--- src/rtl/pswap_pkg.sv ---
package pswap_pkg;

  localparam int unsigned SEQ_W_D  = 12;
  localparam int unsigned WORD_W_D = 128;

  typedef enum logic [1:0] {
    ST_IDLE = 2'd0,
    ST_NOP  = 2'd1,
    ST_WAIT = 2'd2
  } swap_state_e;

  // Count and inverse must be exact complements.
  function automatic logic pair_matches(input logic [SEQ_W_D-1:0] cnt,
                                        input logic [SEQ_W_D-1:0] inv);
    return (cnt ^ inv) == {SEQ_W_D{1'b1}};
  endfunction

endpackage

--- src/rtl/pswap_validator.sv ---
module pswap_validator #(
  parameter int unsigned WORD_W = 128,
  parameter int unsigned SEQ_W  = 12
) (
  input  logic [WORD_W-1:0] word,
  output logic              valid
);
  localparam int unsigned RSV_LO = 2 * SEQ_W;
  localparam int unsigned RSV_W  = WORD_W - RSV_LO;

  logic pair_ok;
  logic rsv_zero;

  assign pair_ok  = pswap_pkg::pair_matches(word[SEQ_W-1:0], word[RSV_LO-1:SEQ_W]);
  assign rsv_zero = (word[WORD_W-1:RSV_LO] == {RSV_W{1'b0}});
  assign valid    = pair_ok && rsv_zero;
endmodule

--- src/rtl/pswap_seq.sv ---
module pswap_seq
  import pswap_pkg::*;
(
  input  logic clk,
  input  logic rst_n,
  input  logic req,
  input  logic en,
  input  logic valid,
  input  logic inv_done,
  output logic active_panel,
  output logic zflag,
  output logic soft_swap,
  output logic proto_err,
  output logic inv_pulse,
  output logic stall,
  output logic done,
  output logic acc_ok,
  output logic acc_bad,
  output logic acc_nop
);
  swap_state_e state;
  logic        last_acc;
  logic        busy;
  logic        accept;
  logic        reject;

  assign busy    = (state != ST_IDLE) || last_acc;
  assign accept  = req && !busy;
  assign reject  = req && busy;
  assign acc_ok  = accept && en && valid;
  assign acc_bad = accept && en && !valid;
  assign acc_nop = accept && !en;
  assign stall   = (state == ST_WAIT);

  always_ff @(posedge clk or negedge rst_n) begin
    if (!rst_n) begin
      state        <= ST_IDLE;
      last_acc     <= 1'b0;
      active_panel <= 1'b0;
      zflag        <= 1'b0;
      soft_swap    <= 1'b0;
      proto_err    <= 1'b0;
      inv_pulse    <= 1'b0;
      done         <= 1'b0;
    end else begin
      last_acc  <= accept;
      inv_pulse <= acc_ok;
      done      <= 1'b0;
      if (reject) proto_err <= 1'b1;
      unique case (state)
        ST_IDLE: begin
          if (acc_ok) begin
            active_panel <= !active_panel;
            zflag        <= 1'b1;
            soft_swap    <= 1'b1;
            state        <= ST_WAIT;
          end else if (acc_bad) begin
            zflag <= 1'b0;
            done  <= 1'b1;
          end else if (acc_nop) begin
            state <= ST_NOP;
          end
        end
        ST_NOP: begin
          state <= ST_IDLE;
          done  <= 1'b1;
        end
        ST_WAIT: begin
          if (inv_done) begin
            state <= ST_IDLE;
            done  <= 1'b1;
          end
        end
        default: state <= ST_IDLE;
      endcase
    end
  end
endmodule

--- src/rtl/pswap_fetch.sv ---
module pswap_fetch #(
  parameter int unsigned AW        = 24,
  parameter int unsigned PANEL_BIT = 23
) (
  input  logic          panel,
  input  logic          stall,
  input  logic          req,
  input  logic [AW-1:0] addr,
  output logic          gnt,
  output logic [AW-1:0] map_addr
);
  localparam logic [AW-1:0] PMASK = AW'(1) << PANEL_BIT;

  assign gnt      = req && !stall;
  assign map_addr = panel ? (addr ^ PMASK) : addr;
endmodule

--- src/rtl/pswap_ctrl.sv ---
module pswap_ctrl #(
  parameter int unsigned WORD_W    = 128,
  parameter int unsigned SEQ_W     = 12,
  parameter int unsigned AW        = 24,
  parameter int unsigned PANEL_BIT = 23,
  parameter int unsigned CFG_W     = 16
) (
  input  logic              clk,
  input  logic              rst_n,
  input  logic              swap_req,
  input  logic [WORD_W-1:0] swap_word,
  input  logic              swap_en,
  input  logic              cfg_load,
  input  logic [CFG_W-1:0]  cfg_in,
  output logic [CFG_W-1:0]  cfg_out,
  input  logic              fetch_req,
  input  logic [AW-1:0]     fetch_addr,
  output logic              fetch_gnt,
  output logic [AW-1:0]     fetch_map_addr,
  output logic              fetch_stall,
  output logic              inv_pulse,
  input  logic              inv_done,
  output logic              active_panel,
  output logic              zflag,
  output logic              soft_swap,
  output logic              proto_err,
  output logic              swap_done
);
  logic word_valid;
  logic acc_ok;
  logic acc_bad;
  logic acc_nop;

  pswap_validator #(.WORD_W(WORD_W), .SEQ_W(SEQ_W)) u_val (
    .word  (swap_word),
    .valid (word_valid)
  );

  pswap_seq u_seq (
    .clk          (clk),
    .rst_n        (rst_n),
    .req          (swap_req),
    .en           (swap_en),
    .valid        (word_valid),
    .inv_done     (inv_done),
    .active_panel (active_panel),
    .zflag        (zflag),
    .soft_swap    (soft_swap),
    .proto_err    (proto_err),
    .inv_pulse    (inv_pulse),
    .stall        (fetch_stall),
    .done         (swap_done),
    .acc_ok       (acc_ok),
    .acc_bad      (acc_bad),
    .acc_nop      (acc_nop)
  );

  pswap_fetch #(.AW(AW), .PANEL_BIT(PANEL_BIT)) u_fetch (
    .panel    (active_panel),
    .stall    (fetch_stall),
    .req      (fetch_req),
    .addr     (fetch_addr),
    .gnt      (fetch_gnt),
    .map_addr (fetch_map_addr)
  );

  // Configuration snapshot: written only by its own strobe.
  always_ff @(posedge clk or negedge rst_n) begin
    if (!rst_n) cfg_out <= '0;
    else if (cfg_load) cfg_out <= cfg_in;
  end
endmodule

--- config.mk ---
export PLATFORM = sky130hd
export DESIGN_NAME = pswap_ctrl
export DESIGN_NICKNAME = d
export VERILOG_FILES = /design/src/rtl/pswap_pkg.sv /design/src/rtl/pswap_validator.sv /design/src/rtl/pswap_seq.sv /design/src/rtl/pswap_fetch.sv /design/src/rtl/pswap_ctrl.sv
export SDC_FILE = /design/constraint.sdc
export NUM_CORES = 1
export LEC_CHECK = 0
export ABC_CLOCK_PERIOD_IN_PS = 1400
export CORE_AREA = 2 2 86 88
export CTS_BUF_LIST = sky130_fd_sc_hd__clkbuf_2 sky130_fd_sc_hd__clkbuf_4 sky130_fd_sc_hd__clkbuf_8
export CTS_CLUSTER_DIAMETER = 80
export CTS_CLUSTER_SIZE = 24
export DETAILED_ROUTE_END_ITERATION = 8
export DIE_AREA = 0 0 88 90
export HOLD_SLACK_MARGIN = 0.06
export MAX_ROUTING_LAYER = met4
export PLACE_DENSITY = 0.88
export SLEW_MARGIN = 20
export SYNTH_ARGS = -nofsm -noshare
export SYNTH_HDL_FRONTEND = slang
export SYNTH_SLANG_ARGS = --single-unit
--- constraint.sdc ---
create_clock -name clk -period 1.4 [get_ports clk]
set_clock_uncertainty 0.1 [all_clocks]
set_input_delay 0.42 -clock clk [delete_from_list [all_inputs] [get_ports clk]]
set_output_delay 0.42 -clock clk [all_outputs]
set_load 0.01 [all_outputs]
# Word level (Yosys, flattened, before mapping)
# Index checks and enable logic that the tools add are counted.
[word_totals]
register_bits = 25
in_bits = 175
out_inout_bits = 48
word_cells = 50
[op_classes]
n_eq_ne = 6
mux = 12
bitwise_logic = 2
reduce_logical = 21
[ops]
columns = ["op", "n"]
rows = [
  ["$logic_not A104 Y1", 1],
  ["$mux W24", 1],
  ["$eq A12 B12 Y1 const B", 1],
  ["$xor A12 B12 Y12", 1],
  ["$logic_and A1 B1 Y1", 8],
  ["$mux W2", 4],
  ["$ne A3 B2 Y1 const B", 2],
  ["$logic_not A1 Y1", 5],
  ["$mux W1", 5],
  ["$pmux W2 S2", 1],
  ["$reduce_and A2 Y1", 2],
  ["$reduce_bool A2 Y1", 2],
  ["$pmux W1 S3", 1],
  ["$reduce_and A3 Y1", 1],
  ["$eq A2 B1 Y1 const B", 1],
  ["$eq A2 B2 Y1 const B", 1],
  ["$logic_not A2 Y1", 1],
  ["$ne A2 B2 Y1 const B", 1],
  ["$logic_or A1 B1 Y1", 1],
  ["$not A1 Y1", 1],
]

# Logic depth before layout (Yosys ltp)
[logic_depth]
word_depth = 9
ltp_mapped = 5
ltp_nobuf = 5

# Hierarchy
# From an unflattened synthesis, not the netlist that was laid out.
[unflattened]
cells_unflattened = 137
area_unflattened_um2 = 1585.3
[modules_own_cells]
columns = ["mod", "instances", "cells_each", "area_per_inst_um2", "seq_area_each_um2"]
rows = [
  ["pswap_ctrl", 1, 34, 649.4, 400.4],
  ["pswap_validator", 1, 51, 382.9, 0.0],
  ["pswap_seq", 1, 27, 365.4, 225.2],
  ["pswap_fetch", 1, 25, 187.7, 0.0],
]

# Worst setup path after synthesis
# No wires, ideal clock.
[synth_path]
path_kind = "input to register"
start = "input swap_word[37]"
end = "register u_seq.active_panel"
setup_ps = 126
arrival_time_ps = 1420
required_time_ps = 1174
setup_slack_ps = -247
path_stages = 5
path_buffers = 0
cell_sequence = "nor4_2 nand4_1 nor4_2 nand4b_1 xnor2_1"
[synth_between]
elab_chain_len = 4
[synth_rtl]
columns = ["element", "line_no", "rtl"]
rows = [
  ["start: declaration", "pswap_ctrl.sv:11", "input logic [WORD_W-1:0] swap_word,"],
  ["$logic_not A104 Y1", "pswap_validator.sv:15", "assign rsv_zero = (word[WORD_W-1:RSV_LO] == {RSV_W{1'b0}});"],
  ["$logic_and A1 B1 Y1", "pswap_validator.sv:16", "assign valid = pair_ok && rsv_zero;"],
  ["$logic_and A1 B1 Y1", "pswap_seq.sv:30", "assign acc_ok = accept && en && valid;"],
  ["$reduce_and A2 Y1 (no source line)", "n/a", ""],
  ["end signal: assignment", "pswap_seq.sv:53", "active_panel <= !active_panel;"],
  ["end: declaration", "pswap_seq.sv:10", "output logic active_panel,"],
]
# Every way passes these cells.
# A chain may end at the register's enable or synchronous reset.

# Final worst setup path
[layout_path]
start = "input swap_word[87]"
end = "register u_seq.active_panel"
# Same word-level chain as after synthesis.

==> reports/results.ini <==
[synthesis]
synth-edff-count = 0
synth-async-reset-ratio_pct = 100
yosysWarnings = 0
syn_avg_cell_area_um2 = 10.7
syn-instance-count = 140
synth_area_um2 = 1500
synth-main-ff-cell = dfrtp_1
synth_cell_type_count = 22
syn_nets = 315
ys_seq_area_share_pct = 41.8
ys_seq_elements = 25

[routing]
viasPerCell = 4.29
wl_per_cell_um = 15.0
ant_nets = 0
wirelength_um = 6170
drc_errors = 0
dr_total_vias = 1758
firstDrtPassIters = 4
drt-initial-drc-count = 12

[placed_design]
hpwl_um = 5310
place_congestion = 0.811
dp_slack_ns = -1.02
portBuffers = 176

[global_routing]
grt_max_degree = 26
antenna_found_initial = 0
grt_first_pass_wirelength_um = 9000
groute.usage.overall_pct = 15.0
first_global_vias = 1827
gr-total-overflow = 0

[cts]
clk_latency_ns = 0.26
tritoncts = yes
cts_max_path_buffers = 2
cts.sinks = 25
path_clk_slew_ns = 0.08
root_buffer = clkbuf_8
htree_levels = 1
numCtsBuffers = 3
cts_hold_buf = 0

[worst_setup_path]
end_kind = flip-flop
cp_max_fo = 4
crit_required_ns = 1.45
path_class = in2reg
cp-start-kind = primary input
crit_arrival_ns = 1.78

[floorplan]
core_area_um2 = 7020
floorplan.initialDensity_pct = 21.3
die_h_um = 90
ios = 223
die-area_um2 = 7920
core.rowCount = 31
dieWidth_um = 88

[layout]
multiInputGateArea_um2 = 866
fill_cells = 707
seq_area_um2 = 626
antennaDiodeCount = 0
nets = 487
drive_gt1_share_pct = 38.6
utilization_pct = 47.0
area_growth_pct = 121

[sta]
finalSetupTns_ns = -1.92
period_share_pct = 124
min_period_ns = 1.73
relSlewSlack_pct = 84.2
whs_ns = 0.384
rsz0062_at_grt = true
tightestPinTransition_ns = 0.235
hold_viol = 0
fin_ws_ns = -0.329
setup-violations-final = 10
max_clock_freq_ghz = 0.578
drv_slew = 0

[pwr]
ir_worst_vdd_mv = 0.309
powerDensity_nw_per_um2 = 557
power_leakage_uw = 0.00152

[status]
violations = negative setup slack
status = complete, but fails checks

[min_path]
min_path_type = reg2reg

[job]
cap_viol_max_count = 0

## registers in the layout, indices dropped and copies added, names as in the netlist
name                cells
u_seq.state             2
cfg_out                16
u_seq.done              1
u_seq.soft_swap         1
u_seq.inv_pulse         1
u_seq.zflag             1
u_seq.proto_err         1
u_seq.last_acc          1
u_seq.active_panel      1
## layer usage
metal / vias up / global-route usage (%) / wire, µm
met5: - / - / 0
met4: 0 / 4.87 / 87
met3: 16 / 2.75 / 495
met2: 90 / 27.8 / 3430
met1: 818 / 15.5 / 2150
li1: 834 / - / -
## synth_stat cells, types with 2 or more instances
master,number,area (µm²)
and2_1,2,12.5
buf_4,23,173
dfrtp_1,25,626
inv_1,2,7.51
mux2_2,16,180
nand2_1,4,15.0
nand2b_1,2,12.5
nand4_1,9,56.3
nor2_1,3,11.3
nor2b_1,3,18.8
nor4_1,23,144
nor4_2,5,62.6
o21ai_0,2,10.0
xor2_1,13,114
## power by group
part,internal (µW),total (µW),switching [µW]
logic,392,613,221
registers,775,798,23.1
clock network,222,425,203
total,1390,1840,447
## worst max-delay path, cell delays in order
cell           delay (ns)
dlygate4sd2_1        0.23
nor4_1               0.23
nand4_1              0.20
nor4_2               0.28
nand4b_1             0.23
xnor2_1              0.19
## worst paths after layout
| path | startpoint | endpoint | slack, ns | depth (start not counted) |
|---|---|---|---|---|
| max in group asynchronous | rst_n | cfg_out[8] | 0.64 | 2 |
| setup reg to reg | u_seq.state[1] | u_seq.active_panel | -0.30 | 6 |
| min in group asynchronous | rst_n | u_seq.inv_pulse | 0.42 | 2 |
| hold reg to reg | u_seq.soft_swap | u_seq.soft_swap | 0.38 | 1 |
| hold / removal | u_seq.soft_swap | u_seq.soft_swap | 0.38 | 1 |
| setup / recovery | swap_word[87] | u_seq.active_panel | -0.33 | 6 |
## metrics by stage
step           area (µm²)  std cells  total power [µW]
2_1_floorplan        1540        140              1020
3_3_place_gp         3380        405              1550
3_5_place_dp         3380        405              1570
4_1_cts              3320        409              1870
5_1_grt              3300        410              1940
6_report             3300        410              1840
## logic make-up after synthesis
family / after synthesis / synth area share (%)
XOR/XNOR: 14 / 8.20
AND/OR/NAND/NOR: 54 / 23.8
multiplexers: 16 / 12.1
flip-flops: 25 / 41.8
buffers and inverters: 27 / 12.6
AO/OA/AOI/OAI: 4 / 1.51
## cells in the final DEF, fill, tap and decap left out, types with 3 or more instances in the layout
cell / count
nor4_2: 15
nor4_4: 7
nor4_1: 6
mux2_2: 16
dlygate4sd2_1: 61
nand4_1: 9
buf_4: 12
dfrtp_1: 25
buf_2: 30
buf_6: 11
xor2_1: 13
nand2_1: 4
nor2b_1: 3
clkdlybuf4s50_1: 26
dlymetal6s2s_1: 5
clkbuf_8: 3
clkdlybuf4s15_1: 27
clkbuf_2: 17
## what timing repair did
item	CTS	global route
pin swaps	55	32
buffers inserted	1	2
resized for setup	303	55
setup endpoints to repair	31	26
## layout make-up
cell class,count,share of cell area (%)
Timing Repair Buffer,192,49.3
Tap cell,99,3.75
Inverter,2,0.228
Clock buffer,4,1.48
Multi-Input combinational cell,88,26.2
Sequential cell,25,19.0
(Power assumes the default switching activity.)
